$ cat config.mk
export PLATFORM = sky130hd
export DESIGN_NAME = strip_seq
export DESIGN_NICKNAME = d
export VERILOG_FILES = /design/src/rtl/strip_pkg.sv /design/src/rtl/strip_split.sv /design/src/rtl/strip_ctrl.sv /design/src/rtl/strip_acc.sv /design/src/rtl/strip_seq.sv
export SDC_FILE = /design/constraint.sdc
export NUM_CORES = 1
export LEC_CHECK = 0
export BUFFER_PORTS_ARGS = -buffer_cell sky130_fd_sc_hd__buf_2
export CAP_MARGIN = 15
export CORE_MARGIN = 2
export CORE_UTILIZATION = 43
export CTS_CLUSTER_SIZE = 28
export DETAILED_ROUTE_END_ITERATION = 12
export GPL_TIMING_DRIVEN = 1
export SLEW_MARGIN = 10
export SYNTH_ARGS = -nofsm -noshare
export SYNTH_HDL_FRONTEND = slang
export SYNTH_SLANG_ARGS = --single-unit
$ cat constraint.sdc
create_clock -name clk_i -period 8.9 [get_ports clk_i]
set_input_delay 0.445 -clock clk_i [delete_from_list [all_inputs] [get_ports clk_i]]
set_output_delay 0.445 -clock clk_i [all_outputs]
set_load 0.02 [all_outputs]
$ cat src/rtl/strip_pkg.sv
package strip_pkg;
  typedef enum logic [0:0] {ST_IDLE = 1'b0, ST_RUN = 1'b1} strip_state_e;
endpackage

$ cat src/rtl/strip_split.sv
module strip_split #(
  parameter int unsigned CNT_W  = 32,
  parameter int unsigned MAX_VL = 64,
  parameter int unsigned LEN_W  = $clog2(MAX_VL + 1)
) (
  input  logic [CNT_W-1:0] count_i,
  output logic [LEN_W-1:0] head_len_o,
  output logic [CNT_W-1:0] n_chunks_o,
  output logic             empty_o
);
  localparam int unsigned SH      = $clog2(MAX_VL);
  localparam bit          IS_POW2 = ((1 << SH) == MAX_VL);

  logic [LEN_W-1:0] rem;
  logic [CNT_W-1:0] quo;

  generate
    if (IS_POW2) begin : g_shift
      assign rem = LEN_W'(count_i[SH-1:0]);
      assign quo = count_i >> SH;
    end else begin : g_div
      assign rem = LEN_W'(count_i % CNT_W'(MAX_VL));
      assign quo = count_i / CNT_W'(MAX_VL);
    end
  endgenerate

  // zero remainder: skip the empty head, open with a full chunk
  assign head_len_o = (rem == '0) ? LEN_W'(MAX_VL) : rem;
  assign n_chunks_o = quo + CNT_W'(rem != '0);
  assign empty_o    = (count_i == '0);

  always_comb begin
    AST_HEAD_IN_RANGE: assert (head_len_o != '0 && head_len_o <= LEN_W'(MAX_VL));
  end
endmodule

$ cat src/rtl/strip_ctrl.sv
module strip_ctrl
  import strip_pkg::*;
#(
  parameter int unsigned CNT_W  = 32,
  parameter int unsigned MAX_VL = 64,
  parameter int unsigned LEN_W  = $clog2(MAX_VL + 1)
) (
  input  logic             clk_i,
  input  logic             rst_ni,
  input  logic             start_i,
  input  logic [LEN_W-1:0] head_len_i,
  input  logic [CNT_W-1:0] n_chunks_i,
  input  logic             empty_i,
  input  logic             ready_i,
  output logic             valid_o,
  output logic [LEN_W-1:0] len_o,
  output logic             last_o,
  output logic             done_o,
  output logic             load_o,
  output logic             step_o
);
  strip_state_e     state_q;
  logic [CNT_W-1:0] left_q;
  logic [LEN_W-1:0] len_q;
  logic             done_q;

  assign valid_o = (state_q == ST_RUN);
  assign last_o  = valid_o && (left_q == CNT_W'(1));
  assign len_o   = len_q;
  assign done_o  = done_q;
  assign load_o  = (state_q == ST_IDLE) && start_i && !empty_i;
  assign step_o  = valid_o && ready_i;

  always_ff @(posedge clk_i or negedge rst_ni) begin
    if (!rst_ni) begin
      state_q <= ST_IDLE;
      left_q  <= '0;
      len_q   <= '0;
      done_q  <= 1'b0;
    end else begin
      done_q <= 1'b0;
      unique case (state_q)
        ST_IDLE: begin
          if (start_i) begin
            if (empty_i) begin
              done_q <= 1'b1;
            end else begin
              state_q <= ST_RUN;
              left_q  <= n_chunks_i;
              len_q   <= head_len_i;
            end
          end
        end
        ST_RUN: begin
          if (ready_i) begin
            if (left_q == CNT_W'(1)) begin
              state_q <= ST_IDLE;
              done_q  <= 1'b1;
            end else begin
              left_q <= left_q - CNT_W'(1);
              len_q  <= LEN_W'(MAX_VL);
            end
          end
        end
        default: state_q <= ST_IDLE;
      endcase
    end
  end

  AST_LEN_BOUND: assert property (@(posedge clk_i) disable iff (!rst_ni)
    valid_o |-> (len_o != '0 && len_o <= LEN_W'(MAX_VL)));
  AST_TAIL_FULL: assert property (@(posedge clk_i) disable iff (!rst_ni)
    (valid_o && ready_i && !last_o) |=> (valid_o && len_o == LEN_W'(MAX_VL)));
  AST_DONE_AFTER_LAST: assert property (@(posedge clk_i) disable iff (!rst_ni)
    (valid_o && ready_i && last_o) |=> (done_o && !valid_o));
  AST_DONE_SINGLE: assert property (@(posedge clk_i) disable iff (!rst_ni)
    done_o |=> !done_o);
  AST_LEFT_NONZERO: assert property (@(posedge clk_i) disable iff (!rst_ni)
    valid_o |-> (left_q != '0));
endmodule

$ cat src/rtl/strip_acc.sv
module strip_acc #(
  parameter int unsigned CNT_W = 32,
  parameter int unsigned LEN_W = 7
) (
  input  logic             clk_i,
  input  logic             rst_ni,
  input  logic             load_i,
  input  logic             step_i,
  input  logic [LEN_W-1:0] len_i,
  output logic [CNT_W-1:0] off_o
);
  logic [CNT_W-1:0] off_q;

  always_ff @(posedge clk_i or negedge rst_ni) begin
    if (!rst_ni)     off_q <= '0;
    else if (load_i) off_q <= '0;
    else if (step_i) off_q <= off_q + CNT_W'(len_i);
  end

  assign off_o = off_q;

  AST_OFF_STEP: assert property (@(posedge clk_i) disable iff (!rst_ni)
    (step_i && !load_i) |=> (off_o == $past(off_o) + CNT_W'($past(len_i))));
  AST_OFF_ZERO: assert property (@(posedge clk_i) disable iff (!rst_ni)
    load_i |=> (off_o == '0));
endmodule

$ cat src/rtl/strip_seq.sv
module strip_seq #(
  parameter int unsigned CNT_W  = 32,
  parameter int unsigned MAX_VL = 64,
  parameter int unsigned LEN_W  = $clog2(MAX_VL + 1)
) (
  input  logic             clk_i,
  input  logic             rst_ni,
  input  logic             start_i,
  input  logic [CNT_W-1:0] count_i,
  output logic             chunk_valid_o,
  input  logic             chunk_ready_i,
  output logic [LEN_W-1:0] chunk_len_o,
  output logic [CNT_W-1:0] chunk_off_o,
  output logic             chunk_last_o,
  output logic             done_o
);
  logic [LEN_W-1:0] head_len;
  logic [CNT_W-1:0] n_chunks;
  logic             empty;
  logic             load;
  logic             step;

  strip_split #(.CNT_W(CNT_W), .MAX_VL(MAX_VL), .LEN_W(LEN_W)) u_split (
    .count_i   (count_i),
    .head_len_o(head_len),
    .n_chunks_o(n_chunks),
    .empty_o   (empty)
  );

  strip_ctrl #(.CNT_W(CNT_W), .MAX_VL(MAX_VL), .LEN_W(LEN_W)) u_ctrl (
    .clk_i     (clk_i),
    .rst_ni    (rst_ni),
    .start_i   (start_i),
    .head_len_i(head_len),
    .n_chunks_i(n_chunks),
    .empty_i   (empty),
    .ready_i   (chunk_ready_i),
    .valid_o   (chunk_valid_o),
    .len_o     (chunk_len_o),
    .last_o    (chunk_last_o),
    .done_o    (done_o),
    .load_o    (load),
    .step_o    (step)
  );

  strip_acc #(.CNT_W(CNT_W), .LEN_W(LEN_W)) u_acc (
    .clk_i (clk_i),
    .rst_ni(rst_ni),
    .load_i(load),
    .step_i(step),
    .len_i (chunk_len_o),
    .off_o (chunk_off_o)
  );

  AST_START_ISSUES: assert property (@(posedge clk_i) disable iff (!rst_ni)
    (!chunk_valid_o && start_i && count_i != '0) |=> (chunk_valid_o && chunk_off_o == '0));
  AST_ZERO_COUNT: assert property (@(posedge clk_i) disable iff (!rst_ni)
    (!chunk_valid_o && start_i && count_i == '0) |=> (done_o && !chunk_valid_o));
  AST_HOLD: assert property (@(posedge clk_i) disable iff (!rst_ni)
    (chunk_valid_o && !chunk_ready_i) |=> (chunk_valid_o && $stable(chunk_len_o)
      && $stable(chunk_off_o) && $stable(chunk_last_o)));
  AST_START_IGNORED: assert property (@(posedge clk_i) disable iff (!rst_ni)
    (chunk_valid_o && start_i && !(chunk_ready_i && chunk_last_o)) |=> chunk_valid_o);
endmodule

==> results.tsv, run 1 <==
stage	metric	value	unit
status	outcome	completed	
synthesis	Mapped Nets	615	
timing	pins over their slew limit	0	
final_layout	Layout area overhead	15.2	%
detailed_routing	Vias/cell	6.10	
floorplanning	boundary pin count	78	
detailed_routing	total number of vias	4743	
timing	RSZ-0062 raised after global routing	false	
floorplanning	Die Y	110	um
global_routing	GRT Total Usage	0.232	
pwr	Power Internal	0.608	mW
synthesis	Area contributors post-synth	dfrtp_1 38%, nor2_1 4.0%, nor3_1 3.8%	
clock_tree	CTS tree	done	
clock_tree	total CTS buffers	9	
synthesis	Synth Instances	567	
timing	endpoints failing hold	0	
final_layout	Layout Nets	681	
synthesis	Mapped Area	4840	um2
final_layout	diode count	0	
worst_setup_path	WP data arrival	2880	ps
clock_tree	clock insertion delay at the later pin of the skew report	360	ps
pwr	sequential fraction of design power	0.442	
timing	Setup-failing EPs final	0	
synthesis	count leader, synth	dfrtp_1	
placement	hpwl dp	9.27	mm
detailed_routing	drt wl/cell	17.2	um
synthesis	top_reg_cell synth	dfrtp_1	
final_layout	final std cells w/o fill	778	
detailed_routing	initial detailed-routing violation count	338	
pwr	Net Sw Frac	0.339	
min_path	hold crit path type	input pin to async pin	
clock_tree	post_cts resized	0	
floorplanning	Placeable Area	10900	um2
synthesis	number of library cell types mapped by synthesis	58	
pwr	worst vdd ir	0.000103	V
worst_setup_path	Max FO, Critical Path	9	
floorplanning	Row Count	38	
global_routing	grt ovf	0	
synthesis	synth cell count leaders	73 x dfrtp_1, 51 x nor2_1, 37 x nand2_1, 37 x nor3_1, 31 x a21oi_1	
global_routing	first-pass GRT wire length	22.0	mm
floorplanning	die area	12100	um2
clock_tree	Hold-fix buffers, CTS	0	
flow_run	max-cap viol count	0	
synthesis	part of the Yosys area used for sequential elements	0.378	
pwr	P_leak	2.39	nW
worst_setup_path	Worst EP required	8460	ps
placement	# port buffers	77	
clock_tree	clk slew on worst S/H paths	90	ps
timing	Slew headroom	0.348	
synthesis	Synth Area per Inst	8.53	um2
placement	Cells after DPL	762	
pwr	Comb power frac	0.230	
global_routing	largest net degree at the start of global routing	74	
timing	Final period util	0.374	
pwr	Power Total	0.920	mW
worst_setup_path	crit path launch	u_ctrl.left_q[12]	
synthesis	Synth area leader	dfrtp_1	
worst_setup_path	Startpoint Class	flop	
worst_setup_path	nature of the critical path endpoint	output pin	
pwr	Pwr per Cell Area	165	nW/um2
global_routing	initial antenna violation count	0	
timing	Slew @ Worst Pin	979	ps
timing	Final TNS setup	0	ps
worst_setup_path	FF-to-FF path depth	5	
worst_setup_path	RR Startpoint	u_ctrl.left_q[12]	
clock_tree	Clock Sink Count	73	
detailed_routing	first-pass iteration count of the detailed router	6	
synthesis	number of synthesized register bits	73	
clock_tree	H-tree depth	3	
synthesis	top-area cell type share of the netlist area	0.378	
global_routing	vias in the first global route	4463	
clock_tree	Root Driver	clkbuf_8	
synthesis	async set-reset flop share out of synthesis	1.00	
pwr	clock group share of total power	0.328	
worst_setup_path	Crit Path Category	flop to output pin	
timing	Clock Skew	12.2	ps
timing	Fmax	301	MHz
synthesis	yosys warns	0	
detailed_routing	Routed WL	13.4	mm
floorplanning	Die W	110	um
worst_setup_path	Crit Reg-Reg Endpoint	u_ctrl.left_q[10]	
timing	fin crit period	3320	ps
pwr	net switching power	0.311	mW
final_layout	share of post-route cells with drive strength above 1	0.179	
clock_tree	Max clock buf depth	2	
detailed_routing	post-route antenna net violation count	0	
worst_setup_path	Worst R2R Setup Slack	5820	ps
placement	RD Place Congestion	0.831	
synthesis	number of synthesized flops with an enable pin	0	
floorplanning	Initial Util	0.444	
detailed_routing	DRC Markers	0	
clock_tree	setup bufs post-CTS	0	
==> area by class of cell <==
class,count,area [um2]
sequential,73,1830
fill,1064,5320
multi-input combinational,445,2820
tap,140,175
timing repair buffer,86,453
clock buffer,9,124
clock inverter,7,101
inverter,18,67.6
==> per-layer routing <==
metal | vias up | track usage | share of wire
met4 | 0 | 0.0850 | 0.021
met2 | 147 | 0.374 | 0.46
li1 | 2280 | - | -
met1 | 2290 | 0.313 | 0.45
met3 | 26 | 0.0388 | 0.064
met5 | - | 0 | 0
==> through the flow <==
step / setup WS, ps / hold slack, ps / area [um2] / util
after floorplan: 5880 / 149 / 4840 / -
after global placement: 5870 / 514 / 5350 / 0.491
after detailed placement: 5850 / 514 / 5350 / 0.491
after CTS: 5610 / 316 / 5570 / 0.512
after global routing: 5510 / 321 / 5570 / 0.512
final: 5580 / 318 / 5570 / 0.512
==> placed cells by master (no fill, tap or decap), drive strengths merged, types with 5 or more instances in the layout <==
| master | count |
|---|---|
| nand2b | 6 |
| a21oi | 31 |
| nand2 | 37 |
| o31ai | 15 |
| clkbuf | 9 |
| o211ai | 5 |
| nor2 | 51 |
| nor4 | 19 |
| nand4 | 27 |
| o21ai | 23 |
| nor2b | 5 |
| and3 | 11 |
| a211oi | 8 |
| buf | 86 |
| or3 | 11 |
| o211a | 5 |
| o21a | 6 |
| nand3 | 27 |
| nor3 | 37 |
| xor2 | 16 |
| inv | 19 |
| or4 | 21 |
| ha | 11 |
| dfrtp | 73 |
| xnor2 | 20 |
| a22o | 6 |
==> cells by family (layout without fill, tap and decap cells) <==
family          after synthesis  in the layout  synth area share
fa+ha+maj                    12             12            0.0326
buf+inv                      49            120            0.0398
simple gates                269            269             0.299
xor+xnor                     36             36            0.0652
flops                        73             73             0.378
compound gates              128            128             0.186
==> worst max-delay path by stage <==
stage / endpoint / slack (ps) / cells after the start
after detailed placement: u_ctrl.left_q[29] / 5850 / 6
after global placement: u_ctrl.left_q[29] / 5870 / 6
after floorplan: u_ctrl.left_q[29] / 5880 / 8
after global routing: chunk_last_o / 5510 / 5
after CTS: chunk_last_o / 5610 / 5
final: chunk_last_o / 5580 / 5
==> state kept, by name, summed over array words and instances (netlist names) <==
signal	count
u_ctrl.len_o	7
u_ctrl.done_o	1
u_ctrl.left_q	32
u_acc.off_o	32
u_ctrl.valid_o	1
==> power by group through the flow <==
stage          sequential [mW]  clock, mW  combinational [mW]
6_report                 0.407      0.302               0.212
5_1_grt                  0.413      0.322               0.240
4_1_cts                  0.406      0.306               0.213
3_5_place_dp             0.413          0               0.211
3_3_place_gp             0.412          0               0.207
2_1_floorplan            0.425          0               0.121
==> critical path, cell delays in order, from the launching register on <==
cell	delay [ps]
dfrtp_1	420
or4_1	630
or4_4	620
nor4_1	420
and2_1	250
buf_2	190
Note: power is estimated with default switching activity, not from simulation.
==> run 2: changes to the inputs <==
Settings changed: PLACE_DENSITY set to 0.66.
Clock period 8.9 ns to 3 ns, I/O delays scaled along.
==> results.tsv, run 2 (synthesis gave the netlist of run 1 again) <==
stage	metric	value	unit
global_routing	vias in the first global route	4435	
timing	Final period util	0.980	
clock_tree	CTS tree	done	
global_routing	largest net degree at the start of global routing	44	
floorplanning	boundary pin count	78	
worst_setup_path	worst stage delay on the critical path	570	ps
detailed_routing	post-route antenna net violation count	0	
placement	DP Worst Slack	138	ps
floorplanning	Row Count	38	
final_layout	commonest non-fill, non-tap cells in the layout	77 x buf_2, 73 x dfrtp_1, 51 x nor2_1	
min_path	hold crit path type	input pin to flop	
detailed_routing	initial detailed-routing violation count	404	
detailed_routing	DRC Markers	0	
detailed_routing	Routed WL	13.4	mm
worst_setup_path	Worst R2R Setup Slack	120	ps
clock_tree	total CTS buffers	9	
timing	Slew @ Worst Pin	901	ps
placement	hpwl dp	9.56	mm
floorplanning	Initial Util	0.444	
timing	endpoints failing hold	0	
worst_setup_path	Startpoint Class	flop	
final_layout	share of post-route cells with drive strength above 1	0.196	
clock_tree	Max clock buf depth	2	
timing	final worst slack	60.7	ps
worst_setup_path	Crit Reg-Reg Endpoint	u_ctrl.left_q[29]	
detailed_routing	first-pass iteration count of the detailed router	5	
worst_setup_path	Worst EP required	2850	ps
worst_setup_path	FF-to-FF path depth	6	
final_layout	Layout Nets	695	
pwr	P_leak	2.46	nW
clock_tree	H-tree depth	3	
worst_setup_path	Crit Path Category	flop to output pin	
timing	Final TNS setup	0	ps
detailed_routing	Vias/cell	6.07	
timing	hold_ws	24.2	ps
status	outcome	completed	
detailed_routing	total number of vias	4805	
min_path	WHS Path Cells	3	
worst_setup_path	critical path cell sequence	or4_1 > or4_4 > buf_4 > nor4_2 > and2_1 > buf_2	
global_routing	first-pass GRT wire length	21.8	mm
pwr	worst vdd ir	0.000398	V
placement	RD Place Congestion	0.896	
clock_tree	Root Driver	clkbuf_8	
worst_setup_path	Max FO, Critical Path	8	
timing	Fmax	340	MHz
global_routing	initial antenna violation count	0	
timing	Slew headroom	0.400	
timing	pins over their slew limit	0	
pwr	Pwr per Cell Area	473	nW/um2
flow_run	max-cap viol count	0	
timing	Setup-failing EPs final	0	
placement	# port buffers	77	
detailed_routing	drt wl/cell	16.9	um
timing	Clock Skew	12.5	ps
timing	RSZ-0062 raised after global routing	false	
floorplanning	Die Y	110	um
worst_setup_path	WP buf/inv	2	
final_layout	fillers	1058	
worst_setup_path	RR Startpoint	u_ctrl.left_q[9]	
final_layout	Layout area overhead	17.4	%
clock_tree	clk slew on worst S/H paths	80	ps
final_layout	diode count	0	
clock_tree	Clock Sink Count	73	
final_layout	most common cell after layout, fill and taps aside	buf_2	
floorplanning	die area	12100	um2
clock_tree	clock insertion delay at the later pin of the skew report	360	ps
timing	fin crit period	2940	ps
floorplanning	Die W	110	um
floorplanning	Placeable Area	10900	um2
worst_setup_path	Worst path top cell family by delay	simple AND/OR/NAND/NOR gates	
min_path	HP Start	count_i[1]	
worst_setup_path	Slowest cell on crit path	or4_1	
min_path	WHS Endpoint	u_ctrl.len_o[1]	
worst_setup_path	nature of the critical path endpoint	output pin	
worst_setup_path	WP data arrival	2790	ps
global_routing	grt ovf	0	
global_routing	GRT Total Usage	0.228	
-- run 2: cell count changes in the layout (fill, tap and decap cells not counted), sizes merged --
cell / change
dlygate4sd3: +1
clkbuf: +1
inv: -2
clkinv: +2
bufinv: -1
buf: +13
-- run 2: worst max path at each step --
stage	from	to	slack, ps	depth (start not counted)
6_report	u_ctrl.left_q[9]	chunk_last_o	60	6
2_1_floorplan	u_ctrl.left_q[13]	u_ctrl.left_q[29]	90	8
3_3_place_gp	u_ctrl.left_q[9]	u_ctrl.left_q[29]	200	6
5_1_grt	u_ctrl.left_q[9]	chunk_last_o	10	6
4_1_cts	u_ctrl.left_q[9]	chunk_last_o	70	6
3_5_place_dp	u_ctrl.left_q[9]	u_ctrl.left_q[29]	140	6
-- run 2: what timing repair did --
item | CTS | global route
gates resized for setup | 1 | 0
setup buffers | 0 | 0
setup endpoints to repair | 1 | 0
hold buffers | 1 | 0
endpoints found under the hold margin | 32 | 0
-- run 2: routing by layer --
layer	GRT usage	wire length, um
met1	0.313	6190
met2	0.365	6110
met3	0.0265	858
met4	0.0949	223
met5	0	0
-- run 2: area by class of cell --
class | instances | area (um2) | area share
multi-input cells | 445 | 2830 | 0.498
flip-flops and latches | 73 | 1830 | 0.322
clock buffers | 10 | 138 | 0.0242
inverters | 18 | 67.6 | 0.0119
clock inverters | 6 | 67.6 | 0.0119
well taps | 140 | 175 | 0.0309
repair buffers | 100 | 573 | 0.101
-- run 2: worst register-to-register path: stages (launching register included) --
cell	delay, ps
dfrtp_1	420
or4_1	570
or4_4	520
or4_4	470
or4_4	520
o211ai_2	200
o31ai_2	90
-- run 2: per-stage QoR --
step | power, mW | cell area (um2) | cells | utilization
6_report | 2.68 | 5680 | 792 | 0.521
2_1_floorplan | 1.62 | 4840 | 567 | -
3_3_place_gp | 1.85 | 5460 | 775 | 0.501
5_1_grt | 2.83 | 5680 | 792 | 0.521
4_1_cts | 2.70 | 5680 | 792 | 0.521
3_5_place_dp | 1.88 | 5460 | 775 | 0.501
-- run 2: power breakdown --
group / switching [mW] / internal (mW) / total, mW
clock network: 0.404 / 0.408 / 0.812
registers: 0.124 / 1.09 / 1.21
logic: 0.401 / 0.261 / 0.661
total: 0.929 / 1.76 / 2.68
==> run 3: changes to the inputs <==
Settings changed: CELL_PAD_IN_SITES_DETAIL_PLACEMENT set to 0, CELL_PAD_IN_SITES_GLOBAL_PLACEMENT set to 1, CORE_MARGIN 2 to not set, CORE_UTILIZATION 43 to 39, PLACE_DENSITY 0.66 to not set, PLACE_DENSITY_LB_ADDON set to 0.1.
==> results.tsv, run 3 (synthesis gave the netlist of run 1 again) <==
stage	metric	value	unit
min_path	hold crit path type	input pin to flop	
clock_tree	clk slew on worst S/H paths	60	ps
detailed_routing	total number of vias	4691	
global_routing	initial antenna violation count	0	
timing	final worst slack	116	ps
clock_tree	clock insertion delay at the later pin of the skew report	330	ps
clock_tree	CTS tree	done	
global_routing	vias in the first global route	4194	
floorplanning	Initial Util	0.401	
floorplanning	Die W	113	um
final_layout	commonest non-fill, non-tap cells in the layout	77 x buf_2, 73 x dfrtp_1, 51 x nor2_1	
global_routing	first-pass GRT wire length	22.0	mm
worst_setup_path	Worst R2R Setup Slack	130	ps
worst_setup_path	FF-to-FF path depth	6	
timing	endpoints failing hold	0	
timing	Final period util	0.961	
clock_tree	setup bufs post-CTS	0	
final_layout	Layout area overhead	20.3	%
worst_setup_path	WP data arrival	2730	ps
pwr	P_leak	2.53	nW
final_layout	diode count	0	
worst_setup_path	Worst EP required	2850	ps
pwr	worst vdd ir	0.000248	V
worst_setup_path	Startpoint Class	flop	
final_layout	multi-input logic area	2840	um2
timing	Slew @ Worst Pin	845	ps
final_layout	most common cell after layout, fill and taps aside	buf_2	
final_layout	Reg area	1830	um2
timing	Slew headroom	0.437	
flow_run	max-cap viol count	0	
detailed_routing	drt wl/cell	16.8	um
clock_tree	H-tree depth	3	
detailed_routing	initial detailed-routing violation count	333	
floorplanning	Placeable Area	12100	um2
worst_setup_path	nature of the critical path endpoint	output pin	
timing	Clock Skew	6.78	ps
floorplanning	Row Count	40	
worst_setup_path	Max FO, Critical Path	8	
timing	Setup-failing EPs final	0	
placement	# port buffers	77	
floorplanning	die area	12800	um2
pwr	Pwr per Cell Area	507	nW/um2
clock_tree	Root Driver	clkbuf_16	
worst_setup_path	RR Startpoint	u_ctrl.left_q[8]	
floorplanning	boundary pin count	78	
timing	fin crit period	2880	ps
min_path	WHS Path Cells	3	
detailed_routing	Routed WL	13.8	mm
timing	Final TNS setup	0	ps
global_routing	largest net degree at the start of global routing	74	
detailed_routing	post-route antenna net violation count	0	
placement	DP Worst Slack	127	ps
status	outcome	completed	
clock_tree	total CTS buffers	9	
min_path	WHS Endpoint	u_ctrl.len_o[1]	
detailed_routing	first-pass iteration count of the detailed router	4	
timing	Fmax	347	MHz
floorplanning	Die Y	113	um
final_layout	share of post-route cells with drive strength above 1	0.196	
detailed_routing	DRC Markers	0	
clock_tree	Clock Sink Count	73	
worst_setup_path	Crit Path Category	flop to output pin	
placement	RD Place Congestion	0.808	
final_layout	Layout Nets	695	
final_layout	fillers	1214	
global_routing	GRT Total Usage	0.217	
placement	hpwl dp	9.65	mm
timing	RSZ-0062 raised after global routing	false	
timing	pins over their slew limit	0	
min_path	HP Start	count_i[1]	
global_routing	grt ovf	0	
clock_tree	Max clock buf depth	2	
detailed_routing	Vias/cell	5.72	
worst_setup_path	Crit Reg-Reg Endpoint	u_ctrl.left_q[29]	
## run 3: cell count changes in the layout (fill, tap and decap cells not counted), sizes merged
cell and delta:
clkinvlp -2, clkinv +2
## run 3: what timing repair did
action                                  CTS  global route
endpoints found under the setup margin    1             7
hold endpoints to repair                 73             0
pin swaps                                 0             0
hold buffers                              1             0
resized for setup                         1             2
## run 3: per-stage QoR
| stage | hold slack, ps | cell area [um2] | power (mW) | instances | utilization |
|---|---|---|---|---|---|
| 2_1_floorplan | -146 | 4840 | 1.62 | 567 | - |
| 3_3_place_gp | 223 | 5500 | 1.87 | 803 | 0.456 |
| 3_5_place_dp | 224 | 5500 | 1.89 | 803 | 0.456 |
| 4_1_cts | 47.7 | 5810 | 2.98 | 820 | 0.481 |
| 5_1_grt | 57.1 | 5820 | 3.10 | 820 | 0.482 |
| 6_report | 61.0 | 5820 | 2.95 | 820 | 0.482 |
## run 3: worst max-delay path, stage by stage, from the launching register on
cell     delay (ps)
dfrtp_1         430
or4_1           580
or4_4           510
buf_4           190
nor4_4          310
and2_1          210
buf_2           180
## run 3: power by group
part / switching (mW) / leakage [nW] / total [mW] / internal, mW
Combinational: 0.397 / 1.43 / 0.663 / 0.266
Clock: 0.436 / 0.146 / 1.08 / 0.641
Sequential: 0.124 / 0.945 / 1.21 / 1.09
## run 3: cell type report
| type | instances | share of cell area |
|---|---|---|
| Inverter | 18 | 0.0116 |
| Multi-Input combinational cell | 445 | 0.488 |
| Clock inverter | 6 | 0.0101 |
| Timing Repair Buffer | 100 | 0.101 |
| Sequential cell | 73 | 0.314 |
| Tap cell | 168 | 0.0361 |
| Clock buffer | 10 | 0.0394 |
## run 3: metal layers
metal / global-route usage / vias to the layer above / routed length, um
met3: 0.0321 / 14 / 511
li1: - / 2301 / -
met4: 0.0623 / 0 / 184
met1: 0.301 / 2253 / 6670
met2: 0.351 / 123 / 6420
met5: 0 / - / 0
## run 3: worst max path at each step
stage,depth (start not counted),to,slack (ps),startpoint
6_report,6,chunk_last_o,120,u_ctrl.left_q[8]
5_1_grt,6,chunk_last_o,10,u_ctrl.left_q[8]
4_1_cts,6,chunk_last_o,60,u_ctrl.left_q[8]
3_5_place_dp,6,u_ctrl.left_q[13],130,u_ctrl.left_q[8]
3_3_place_gp,6,u_ctrl.left_q[29],150,u_ctrl.left_q[8]
2_1_floorplan,8,u_ctrl.left_q[29],90,u_ctrl.left_q[13]
